File: src/rtl/decim_pkg.sv
package decim_pkg;
  // Strobes handed from the control to the datapath each cycle
  typedef struct packed {
    logic keep;     // current input sample is kept
    logic trigOut;  // kept sample carries a trigger (own or held)
  } ctrl_strobes_t;
endpackage

File: src/rtl/decim_ctrl.sv
module decim_ctrl #(
  parameter int RATIO_BITS = 16
) (
  input  logic                   clk,
  input  logic                   rstN,
  input  logic [RATIO_BITS-1:0]  ratioCfg,
  input  logic                   inTrig,
  output decim_pkg::ctrl_strobes_t strobes
);
  localparam logic [RATIO_BITS-1:0] ONE = RATIO_BITS'(1);

  logic [RATIO_BITS-1:0] effRatio;
  logic [RATIO_BITS-1:0] ratioPrev;
  logic [RATIO_BITS-1:0] count;
  logic [RATIO_BITS-1:0] countNext;
  logic ratioChanged;
  logic keep;
  logic pending;

  // zero behaves as one
  assign effRatio     = (ratioCfg == '0) ? ONE : ratioCfg;
  assign ratioChanged = (ratioCfg != ratioPrev);
  assign keep         = ratioChanged || (count == '0);

  always_comb begin
    if (ratioChanged)
      countNext = (effRatio == ONE) ? '0 : ONE;
    else if (count >= effRatio - ONE)
      countNext = '0;
    else
      countNext = count + ONE;
  end

  always_ff @(posedge clk) begin
    if (!rstN) begin
      count     <= '0;
      ratioPrev <= '0;
      pending   <= 1'b0;
    end else begin
      count     <= countNext;
      ratioPrev <= ratioCfg;
      pending   <= keep ? 1'b0 : (pending | inTrig);
    end
  end

  assign strobes.keep    = keep;
  assign strobes.trigOut = keep && (inTrig || pending);

  // phase counter stays inside the ratio window
  p_count_bound_r1: assert property (@(posedge clk) disable iff (!rstN)
    !ratioChanged |-> (count < effRatio));
  // unity ratio keeps every sample
  p_unity_keeps_all_r2: assert property (@(posedge clk) disable iff (!rstN)
    (effRatio == ONE) |-> keep);
  // a trigger on a dropped sample is held
  p_trig_held_r4: assert property (@(posedge clk) disable iff (!rstN)
    (inTrig && !keep) |=> pending);
  // a held trigger is gone after a kept sample
  p_pending_cleared_r6: assert property (@(posedge clk) disable iff (!rstN)
    keep |=> !pending);
endmodule

File: src/rtl/decim_datapath.sv
module decim_datapath #(
  parameter int CHAN_COUNT = 4,
  parameter int ADC_BITS   = 14,
  parameter int LANE_BITS  = 16
) (
  input  logic                              clk,
  input  logic                              rstN,
  input  decim_pkg::ctrl_strobes_t          strobes,
  input  logic [CHAN_COUNT*ADC_BITS-1:0]    inChannels,
  output logic                              outValid,
  output logic [CHAN_COUNT*LANE_BITS-1:0]   outSample,
  output logic                              outTrig
);
  localparam int PAD_BITS = LANE_BITS - ADC_BITS;

  logic [CHAN_COUNT*LANE_BITS-1:0] packedWord;

  for (genvar c = 0; c < CHAN_COUNT; c++) begin : g_lane
    if (PAD_BITS > 0) begin : g_pad
      assign packedWord[c*LANE_BITS +: LANE_BITS] =
        {inChannels[c*ADC_BITS +: ADC_BITS], {PAD_BITS{1'b0}}};
    end else begin : g_nopad
      assign packedWord[c*LANE_BITS +: LANE_BITS] = inChannels[c*ADC_BITS +: LANE_BITS];
    end
  end

  always_ff @(posedge clk) begin
    if (!rstN) begin
      outValid  <= 1'b0;
      outTrig   <= 1'b0;
      outSample <= '0;
    end else begin
      outValid <= strobes.keep;
      outTrig  <= strobes.trigOut;
      if (strobes.keep)
        outSample <= packedWord;
    end
  end

  // trigger only rides on a valid sample
  p_trig_needs_valid_r4: assert property (@(posedge clk) disable iff (!rstN)
    outTrig |-> outValid);
  // dropped samples leave the output word untouched
  p_hold_on_drop_r11: assert property (@(posedge clk) disable iff (!rstN)
    !strobes.keep |=> $stable(outSample));
endmodule

File: src/rtl/sample_decimator.sv
module sample_decimator #(
  parameter int CHAN_COUNT = 4,
  parameter int ADC_BITS   = 14,
  parameter int LANE_BITS  = 16,
  parameter int RATIO_BITS = 16
) (
  input  logic                             clk,
  input  logic                             rstN,
  input  logic [RATIO_BITS-1:0]            ratioCfg,
  input  logic [CHAN_COUNT*ADC_BITS-1:0]   inChannels,
  input  logic                             inTrig,
  output logic                             outValid,
  output logic [CHAN_COUNT*LANE_BITS-1:0]  outSample,
  output logic                             outTrig
);
  decim_pkg::ctrl_strobes_t strobes;

  decim_ctrl #(.RATIO_BITS(RATIO_BITS)) u_ctrl (
    .clk      (clk),
    .rstN     (rstN),
    .ratioCfg (ratioCfg),
    .inTrig   (inTrig),
    .strobes  (strobes)
  );

  decim_datapath #(
    .CHAN_COUNT (CHAN_COUNT),
    .ADC_BITS   (ADC_BITS),
    .LANE_BITS  (LANE_BITS)
  ) u_dp (
    .clk        (clk),
    .rstN       (rstN),
    .strobes    (strobes),
    .inChannels (inChannels),
    .outValid   (outValid),
    .outSample  (outSample),
    .outTrig    (outTrig)
  );
endmodule

File: config.mk
export PLATFORM = sky130hd
export DESIGN_NAME = sample_decimator
export DESIGN_NICKNAME = d
export VERILOG_FILES = /design/src/rtl/decim_pkg.sv /design/src/rtl/decim_ctrl.sv /design/src/rtl/decim_datapath.sv /design/src/rtl/sample_decimator.sv
export SDC_FILE = /design/constraint.sdc
export NUM_CORES = 1
export LEC_CHECK = 0
export ABC_CLOCK_PERIOD_IN_PS = 12600
export CAP_MARGIN = 15
export CORE_MARGIN = 2
export CORE_UTILIZATION = 40
export DETAILED_ROUTE_END_ITERATION = 10
export MAX_ROUTING_LAYER = met4
export PLACE_DENSITY_LB_ADDON = 0.25
export SETUP_SLACK_MARGIN = 0.5
export SYNTH_ARGS = -nofsm -noshare
export SYNTH_HDL_FRONTEND = slang
export SYNTH_SLANG_ARGS = --single-unit
File: constraint.sdc
create_clock -name clk -period 12.6 [get_ports clk]
set_clock_uncertainty 0.15 [all_clocks]
set_input_delay 2.52 -clock clk [delete_from_list [all_inputs] [get_ports clk]]
set_output_delay 2.52 -clock clk [all_outputs]
set_load 0.05 [all_outputs]
# == Word-level counts from Yosys, hierarchy flattened ==
# Cells that the tools add are included.
# word_totals
regBits,91
out_inout_bits,66
word_cells,23
# op_classes
reduce_logical,6
order_cmp,1
n_bitwise,2
muxes,4
n_addsub,2
eq_ne,2
# ops
op,n
two-way mux 16 bit,3
logical NOT 16 bit,2
"adder 16 x 1 -> 16 bit, second input constant",1
"equality test 16 x 1 -> 1 bit, second input constant",1
>= comparator 16 bit,1
inequality test 16 bit,1
"subtractor 16 x 1 -> 16 bit, second input constant",1
logical OR 1 bit,2
OR reduction 2 bit,1
logical AND 1 bit,1
two-way mux 1 bit,1
inverter 1 bit,1
OR 1 bit,1

# == Logic depth before layout (Yosys ltp) ==
# Gate-level depths: netlist (run 1).
# depth
ltp_word,6
depth_mapped,18
ltp_nobuf,15

# == Modules after synthesis ==
# A second synthesis (run 1) with hierarchy kept.
# hier_totals
hier_cells,424
hier_area_um2,4433.0
# modules_own_cells
module,instances,area_per_inst_um2,cells_each,seq_area_each_um2
decim_datapath,1,2274.7,194,1161.1
decim_ctrl,1,2158.3,230,660.6

# == Worst setup path before layout (run 1) ==
# Ideal clock, no wire load.
# synth_timing
path_kind,input port to flip-flop
startpoint,in ratioCfg[11]
endpoint,reg u_ctrl.count[0]
t_arrival_ps,5645
required_ps,12330
setup_time_ps,120
slack_ps,6685
stages,16
path_cell_list,clkbuf_1 -> or4_1 -> nor3_2 -> and2_1 -> a21o_1 -> inv_1 -> ha_1 -> nand3_1 -> nor3_1 -> xnor2_1 -> ha_1 -> and4_1 -> nand3_1 -> o2111ai_1 -> buf_2 -> o21bai_1
# synth_between
elab_chain_cells,6
# synth_lines
item,line,rtl
from (decl),sample_decimator.sv:9,"input logic [RATIO_BITS-1:0] ratioCfg,"
logical NOT 16 bit,decim_ctrl.sv:21,assign effRatio = (ratioCfg == '0) ? ONE : ratioCfg;
two-way mux 16 bit,decim_ctrl.sv:21,
subtractor 16 x 1 -> 16 bit,decim_ctrl.sv:28,else if (count >= effRatio - ONE)
>= comparator 16 bit,decim_ctrl.sv:28,
two-way mux 16 bit,decim_ctrl.sv:28,
two-way mux 16 bit *,decim_ctrl.sv:26,if (ratioChanged)
to (signal assigned),decim_ctrl.sv:40,count <= countNext;
to (decl),decim_ctrl.sv:14,logic [RATIO_BITS-1:0] count;
# Every way passes the cells marked *; elsewhere a longest branch is shown, timed or not.
# A chain may end at the register's enable or synchronous reset.

# == Final worst setup path (run 1) ==
# layout_timing
startpoint,in ratioCfg[11]
endpoint,reg u_ctrl.count[14]
# The elaborated chain is that of the path after synthesis.

==> metrics.yaml, run 1 <==
vias: 3135
ctsResizeCount: 0
grt_pass1_wl_mm: 15.20
drc_errors: 0
period_share_pct: 49.99
dp_hpwl_mm: 7.241
io_buffers: 132
power_switching_share_pct: 28.55
min_period_ps: 6299
slew_headroom_pct: 28.02
final-max-slew-violation-count: 0
clock_path_buffers: 2
rr_worst_depth: 5
grt_max_degree: 58
power_density_nw_per_um2: 116.6
p_leak_nw: 2.062
via_per_inst: 5.008
ys.flop_type: "dfxtp_1"
grt_antenna_before_repair: 0
cp-end-kind: "flop"
core_area_um2: 9284
maxCapViolCount: 0
cts_setup_buffers: 0
worst_pin_slew_ps: 1080
hold_path_end: "u_ctrl.pending$_SDFF_PP0_"
worst_setup_path_start_kind: "input pin"
h-tree-depth: 3
status: "completed"
drive_gt1_share_pct: 5.433
worstHoldPathCells: 1
share_clk_of_total_power_pct: 32.8
min_from: "u_ctrl.pending$_SDFF_PP0_"
cts_tree: "done"
path_common_cell: "ha_1"
reg2reg_to: "u_dp.outSample[10]$_SDFFE_PN0P_"
numCtsBuffers: 9
cts_root_buf: "clkbuf_8"
avgSynthCellArea_um2: 10.46
ant_nets: 0
synth_enable_flop_cells: 0
start_util_pct: 41.24
rows: 35
dieWidth_um: 101.8
arrival_ps: 6430
cp.required_ps: 12730
synth_cell_types: 40
worst_skew_pair.late_latency_ps: 350
path_cells: "clkdlybuf4s50_1, or4_1, nor3_2, and2_1, a21o_1, inv_1, ha_1, nand2_1, nor4_1, xnor2_1, ha_1, a41oi_1, o21ai_0, a22oi_1, o2111ai_1, buf_4, nor3_1"
slowest_delay_ps: 600
fin_util_pct: 58.48
gp_congestion: 0.8813
power_switching_uw: 180.8
fin_setup_tns_ps: 0
first_global_vias: 2964
grt_overflow_total: 0
hold_viol_final: 0
drt-total-wl_mm: 9.869
ios: 141
yosysSeqAreaShare_pct: 47.58
async_flop_share_pct: 0
clock_sinks: 91
ir_drop_mv: 0.07142
crit_path_max_fanout: 13
cpMaxStageDelayCell: "or4_1"
ctsHoldBuffers: 0
rsz0062_at_grt: "false"
timing.rr.start: "u_ctrl.ratioPrev[0]$_SDFF_PN0_"
p_int_uw: 452.3
layout-area-overhead-vs-synth_pct: 41.80
setup_violations: 0
synthCells: 366
drtIter0Drc: 118
layout.nets: 587
antennaDiodeCount: 0
ys_ff_latch: 91
critPathKind: "in2reg"
wire_per_inst_um: 15.77
pwr-share-comb_pct: 18.8
rrSetupSlack_ps: 9950
hp-class: "reg2reg"
seqPwrFrac_pct: 48.4
die_h_um: 101.8
holdWs_ps: 315.9
fmax_mhz: 158.8
clkSlewWorstSetupHoldPaths_ps: 90
dieArea_um2: 10370
firstDrtPassIters: 4
netlist_area_um2: 3829
yosys_warnings: 0
track_usage_pct: 19.05
-- cell type report --
cell class	count	area [um^2]
Fill cell	850	3855
Multi-Input combinational cell	246	1861
Tap cell	129	161.4
Sequential cell	91	1822
Clock buffer	10	137.6
Clock inverter	6	73.82
Inverter	10	37.54
Timing Repair Buffer	134	1336
-- Yosys cell counts, types with 3 or more instances --
cell type   n  area [um^2]
nand4_1    10        62.56
nand3_1    10        50.05
buf_2      10        50.05
a21oi_1    10        50.05
xor2_1     10        87.58
or3_1       5        31.28
buf_4       8        60.06
clkbuf_1    7        26.28
ha_1       20        250.2
nand2_1     6        22.52
dfxtp_1    91         1822
inv_1      10        37.54
nor2_1      9        33.78
xnor2_1    30        262.8
nor3_1     24        120.1
nor4_1      4        25.02
a22o_1     56        490.5
and3_1      3        18.77
and2_1     15        93.84
o21ai_0     4        20.02
-- worst max-delay path: cells and delay by family --
family,cells,cell delay [ps]
AND/OR/NAND/NOR,6,1390
AO/OA/AOI/OAI,5,930
buffers and inverters,3,880
adder cells (fa/ha/maj),2,540
XOR/XNOR,1,150
-- layout by cell type (no fill, tap or decap), drive strengths merged, types with 11 or more instances in the layout --
cell type	n
clkdlybuf4s50	132
and2	15
a22o	56
xnor2	30
nor3	26
ha	20
inv	11
dfxtp	91
-- state kept, by name, indices dropped and copies added, names as in the netlist --
register / flops
u_dp.outSample: 56
u_ctrl.ratioPrev: 16
u_ctrl.pending: 1
u_dp.outValid: 1
u_ctrl.count: 16
u_dp.outTrig: 1
-- power groups by stage --
stage	logic [mW]	clock network (mW)	registers (mW)
4_1_cts	0.120	0.212	0.307
3_3_place_gp	0.118	0	0.313
6_report	0.119	0.208	0.306
3_5_place_dp	0.119	0	0.313
5_1_grt	0.126	0.222	0.308
2_1_floorplan	0.0345	0	0.347
-- per-layer routing --
metal  wire, um  vias up  GRT usage, %  part of all wire (%)
li1           -     1569             -                     -
met1       4497     1450         24.50                    46
met2       4567      108         30.36                    46
met3        706        8         4.856                   7.2
met4         98        0         4.308                  0.99
met5          0        -             -                     0
-- cells by family (layout without fill, tap and decap cells) --
kind of cell | Yosys count | in the layout | synth area share, %
AOI/OAI and AO/OA | 79 | 79 | 16.50
and+or+nand+nor | 99 | 99 | 15.29
other | 1 | 8 | 0.09795
xor gates and xnor gates | 40 | 40 | 9.150
buffers and inverters | 36 | 160 | 4.837
adders and majority gates | 20 | 20 | 6.536
DFF | 91 | 91 | 47.58
-- per-stage QoR --
step	area (um^2)	setup slack, ps	instances	total power [mW]
finish	5429	6301	626	0.6331
global route	5429	5990	626	0.6553
CTS	5421	5798	625	0.6383
detailed placement	5210	5484	609	0.4323
global placement	5210	5644	609	0.4309
floorplan	3855	6685	373	0.3819
-- how the worst max path moves through the flow --
stage,startpoint,endpoint,slack (ps),cells after the start
after global placement,ratioCfg[11],u_ctrl.count[0]$_SDFF_PN0_,5640,15
after detailed placement,ratioCfg[11],u_ctrl.count[14]$_SDFF_PP0_,5480,15
after global routing,ratioCfg[11],u_ctrl.count[5]$_SDFF_PP0_,5990,16
after CTS,ratioCfg[11],u_ctrl.count[0]$_SDFF_PN0_,5800,15
after floorplan,ratioCfg[11],u_ctrl.count[0]$_SDFF_PN0_,6680,16
final,ratioCfg[11],u_ctrl.count[14]$_SDFF_PP0_,6300,17
Power figures use the tool's default switching activity.
==> inputs of run 2 (changes only) <==
--- a/config.mk
+++ b/config.mk
@@ -5,7 +5,7 @@
 export SDC_FILE = /design/constraint.sdc
 export NUM_CORES = 1
 export LEC_CHECK = 0
-export ABC_CLOCK_PERIOD_IN_PS = 12600
+export ABC_CLOCK_PERIOD_IN_PS = 5430
 export CAP_MARGIN = 15
 export CORE_MARGIN = 2
 export CORE_UTILIZATION = 40
==> constraint.sdc (replaced) <==
create_clock -name clk -period 5.43 [get_ports clk]
set_clock_uncertainty 0.15 [all_clocks]
set_input_delay 1.086 -clock clk [delete_from_list [all_inputs] [get_ports clk]]
set_output_delay 1.086 -clock clk [all_outputs]
set_load 0.05 [all_outputs]
==> metrics.yaml, run 2 (synthesized netlist as in run 1, its figures left out) <==
final_cell_mix: "clkdlybuf4s50_1 (131), dfxtp_1 (91), a22o_1 (56), xnor2_1 (30), nor3_1 (24)"  # was clkdlybuf4s50_1 (132), dfxtp_1 (91), a22o_1 (56), xnor2_1 (30), nor3_1 (24)
reg_top3: "u_dp.outSample x56, u_ctrl.count x16, u_ctrl.ratioPrev x16"  # unchanged
grt_antenna_before_repair: 0  # unchanged
die_h_um: 101.8  # unchanged
fin_setup_tns_ps: 0  # unchanged
grt_max_degree: 59  # was 58
layout-area-overhead-vs-synth_pct: 41.86  # was 41.80%
dieWidth_um: 101.8  # unchanged
via_per_inst: 5.011  # was 5.008
drive_gt1_share_pct: 5.812  # was 5.433%
first_global_vias: 2999  # was 2964
power_mw: 1.434  # was 633.1 uW
core_area_um2: 9284  # unchanged
grt_pass1_wl_mm: 15.46  # was 15.20 mm
layout.nets: 589  # was 587
worst_skew_pair.late_latency_ps: 360  # was 350 ps
start_util_pct: 41.24  # unchanged
power_density_nw_per_um2: 264.1  # was 116.6 nW/um^2
wire_per_inst_um: 15.79  # was 15.77 um
drt-total-wl_mm: 9.913  # was 9.869 mm
firstDrtPassIters: 6  # was 4
arrival_ps: 4800  # was 6430 ps
vias: 3147  # was 3135
cp-end-kind: "flop"  # unchanged
dieArea_um2: 10370  # unchanged
ir_drop_mv: 0.1189  # was 0.07142 mV
status: "completed"  # unchanged
hp-class: "reg2reg"  # unchanged
drc_errors: 0  # unchanged
clkSlewWorstSetupHoldPaths_ps: 100  # was 90 ps
track_usage_pct: 19.75  # was 19.05%
maxCapViolCount: 0  # unchanged
setup_violations: 0  # unchanged
fillCellCount: 826  # was 850
slew_headroom_pct: 28.38  # was 28.02%
cp.required_ps: 5550  # was 12730 ps
worst_pin_slew_ps: 1074  # was 1080 ps
largest-register: "u_dp.outSample"  # unchanged
antennaDiodeCount: 0  # unchanged
ctsHoldBuffers: 0  # unchanged
min_period_ps: 4678
share_clk_of_total_power_pct: 31.0  # was 32.8%
p_leak_nw: 2.077  # was 2.062 nW
ant_nets: 0  # unchanged
fmax_mhz: 213.8
cts_root_buf: "clkbuf_8"  # unchanged
rsz0062_at_grt: "false"  # unchanged
largest_reg_flops: 56  # unchanged
final-max-slew-violation-count: 0  # unchanged
h-tree-depth: 3  # unchanged
clock_sinks: 91  # unchanged
power_switching_share_pct: 30.28  # was 28.55%
pwr-share-comb_pct: 19.4  # was 18.8%
drtIter0Drc: 128  # was 118
critPathKind: "in2reg"  # unchanged
ios: 141  # unchanged
rows: 35  # unchanged
dp_hpwl_mm: 7.300  # was 7.241 mm
clock_path_buffers: 2  # unchanged
io_buffers: 132  # unchanged
final_common_cell: "clkdlybuf4s50_1"  # unchanged
period_share_pct: 86.16
p_int_uw: 999.9  # was 452.3 uW
seqPwrFrac_pct: 49.6  # was 48.4%
hold_viol_final: 0  # unchanged
crit_path_max_fanout: 16  # was 13
worst_setup_path_start_kind: "input pin"  # unchanged
grt_overflow_total: 0  # unchanged
numCtsBuffers: 9  # unchanged
gp_congestion: 0.7530  # was 0.8813
cts_tree: "done"  # unchanged
power_switching_uw: 434.4  # was 180.8 uW
[run 2: through the flow]
step | util, % | cells | hold slack (ps) | worst slack (ps) | area, um^2
after floorplan | - | 373 | 279.2 | 949.0 | 3855
after global placement | 56.36 | 612 | 287.1 | 549.4 | 5233
after detailed placement | 56.36 | 612 | 303.3 | 424.1 | 5233
after CTS | 58.48 | 628 | 317.1 | 733.7 | 5429
after global routing | 58.50 | 628 | 343.4 | 516.6 | 5431
final | 58.50 | 628 | 310.4 | 751.7 | 5431
[run 2: power groups by stage]
stage / registers [mW] / logic, mW / clock network, mW
final: 0.711 / 0.278 / 0.445
after detailed placement: 0.727 / 0.278 / 0
after CTS: 0.711 / 0.280 / 0.457
after global placement: 0.726 / 0.276 / 0
after floorplan: 0.806 / 0.0801 / 0
after global routing: 0.715 / 0.294 / 0.486
[run 2: worst paths after layout]
| path | startpoint | end | slack [ps] | cells past startpoint |
|---|---|---|---|---|
| max | ratioCfg[13] | u_ctrl.count[1]$_SDFF_PP0_ | 750 | 16 |
| max reg2reg | u_ctrl.ratioPrev[6]$_SDFF_PN0_ | u_dp.outSample[23]$_SDFFE_PN0P_ | 2850 | 5 |
| min | u_ctrl.pending$_SDFF_PP0_ | u_dp.outTrig$_SDFF_PN0_ | 310 | 1 |
| min reg2reg | u_ctrl.pending$_SDFF_PP0_ | u_dp.outTrig$_SDFF_PN0_ | 310 | 1 |
[run 2: timing repair]
| action | 4_1_cts | 5_1_grt |
|---|---|---|
| setup endpoints to repair | 0 | 9 |
| endpoints found under the hold margin | 0 | 0 |
| buffers inserted | 0 | 0 |
| gates resized for setup | 0 | 1 |
[run 2: routing by layer]
layer  part of all wire, %  track usage, %  vias up
met5                     0               -        -
met4                   1.8           7.590        0
met1                    44           24.89     1452
met3                   7.1           4.036       16
li1                      -               -     1577
met2                    47           31.28      102
[run 2: critical path: stages]
cell	delay [ps]
clkdlybuf4s50_1	550
or4_1	590
nor3_2	220
and2_1	230
a21o_1	160
inv_1	60
ha_1	220
nand3_1	190
nor3_1	100
xnor2_1	140
ha_1	310
and4_1	200
a22oi_1	170
o2111ai_1	120
buf_4	230
nor3_1	220
[run 2: final cells by class]
class | count | area (um^2) | area share [%]
Sequential cell | 91 | 1822 | 33.54
Inverter | 10 | 37.54 | 0.6911
Clock inverter | 7 | 72.57 | 1.336
Tap cell | 129 | 161.4 | 2.972
Multi-Input combinational cell | 246 | 1861 | 34.25
Timing Repair Buffer | 136 | 1354 | 24.93
Clock buffer | 9 | 123.9 | 2.281
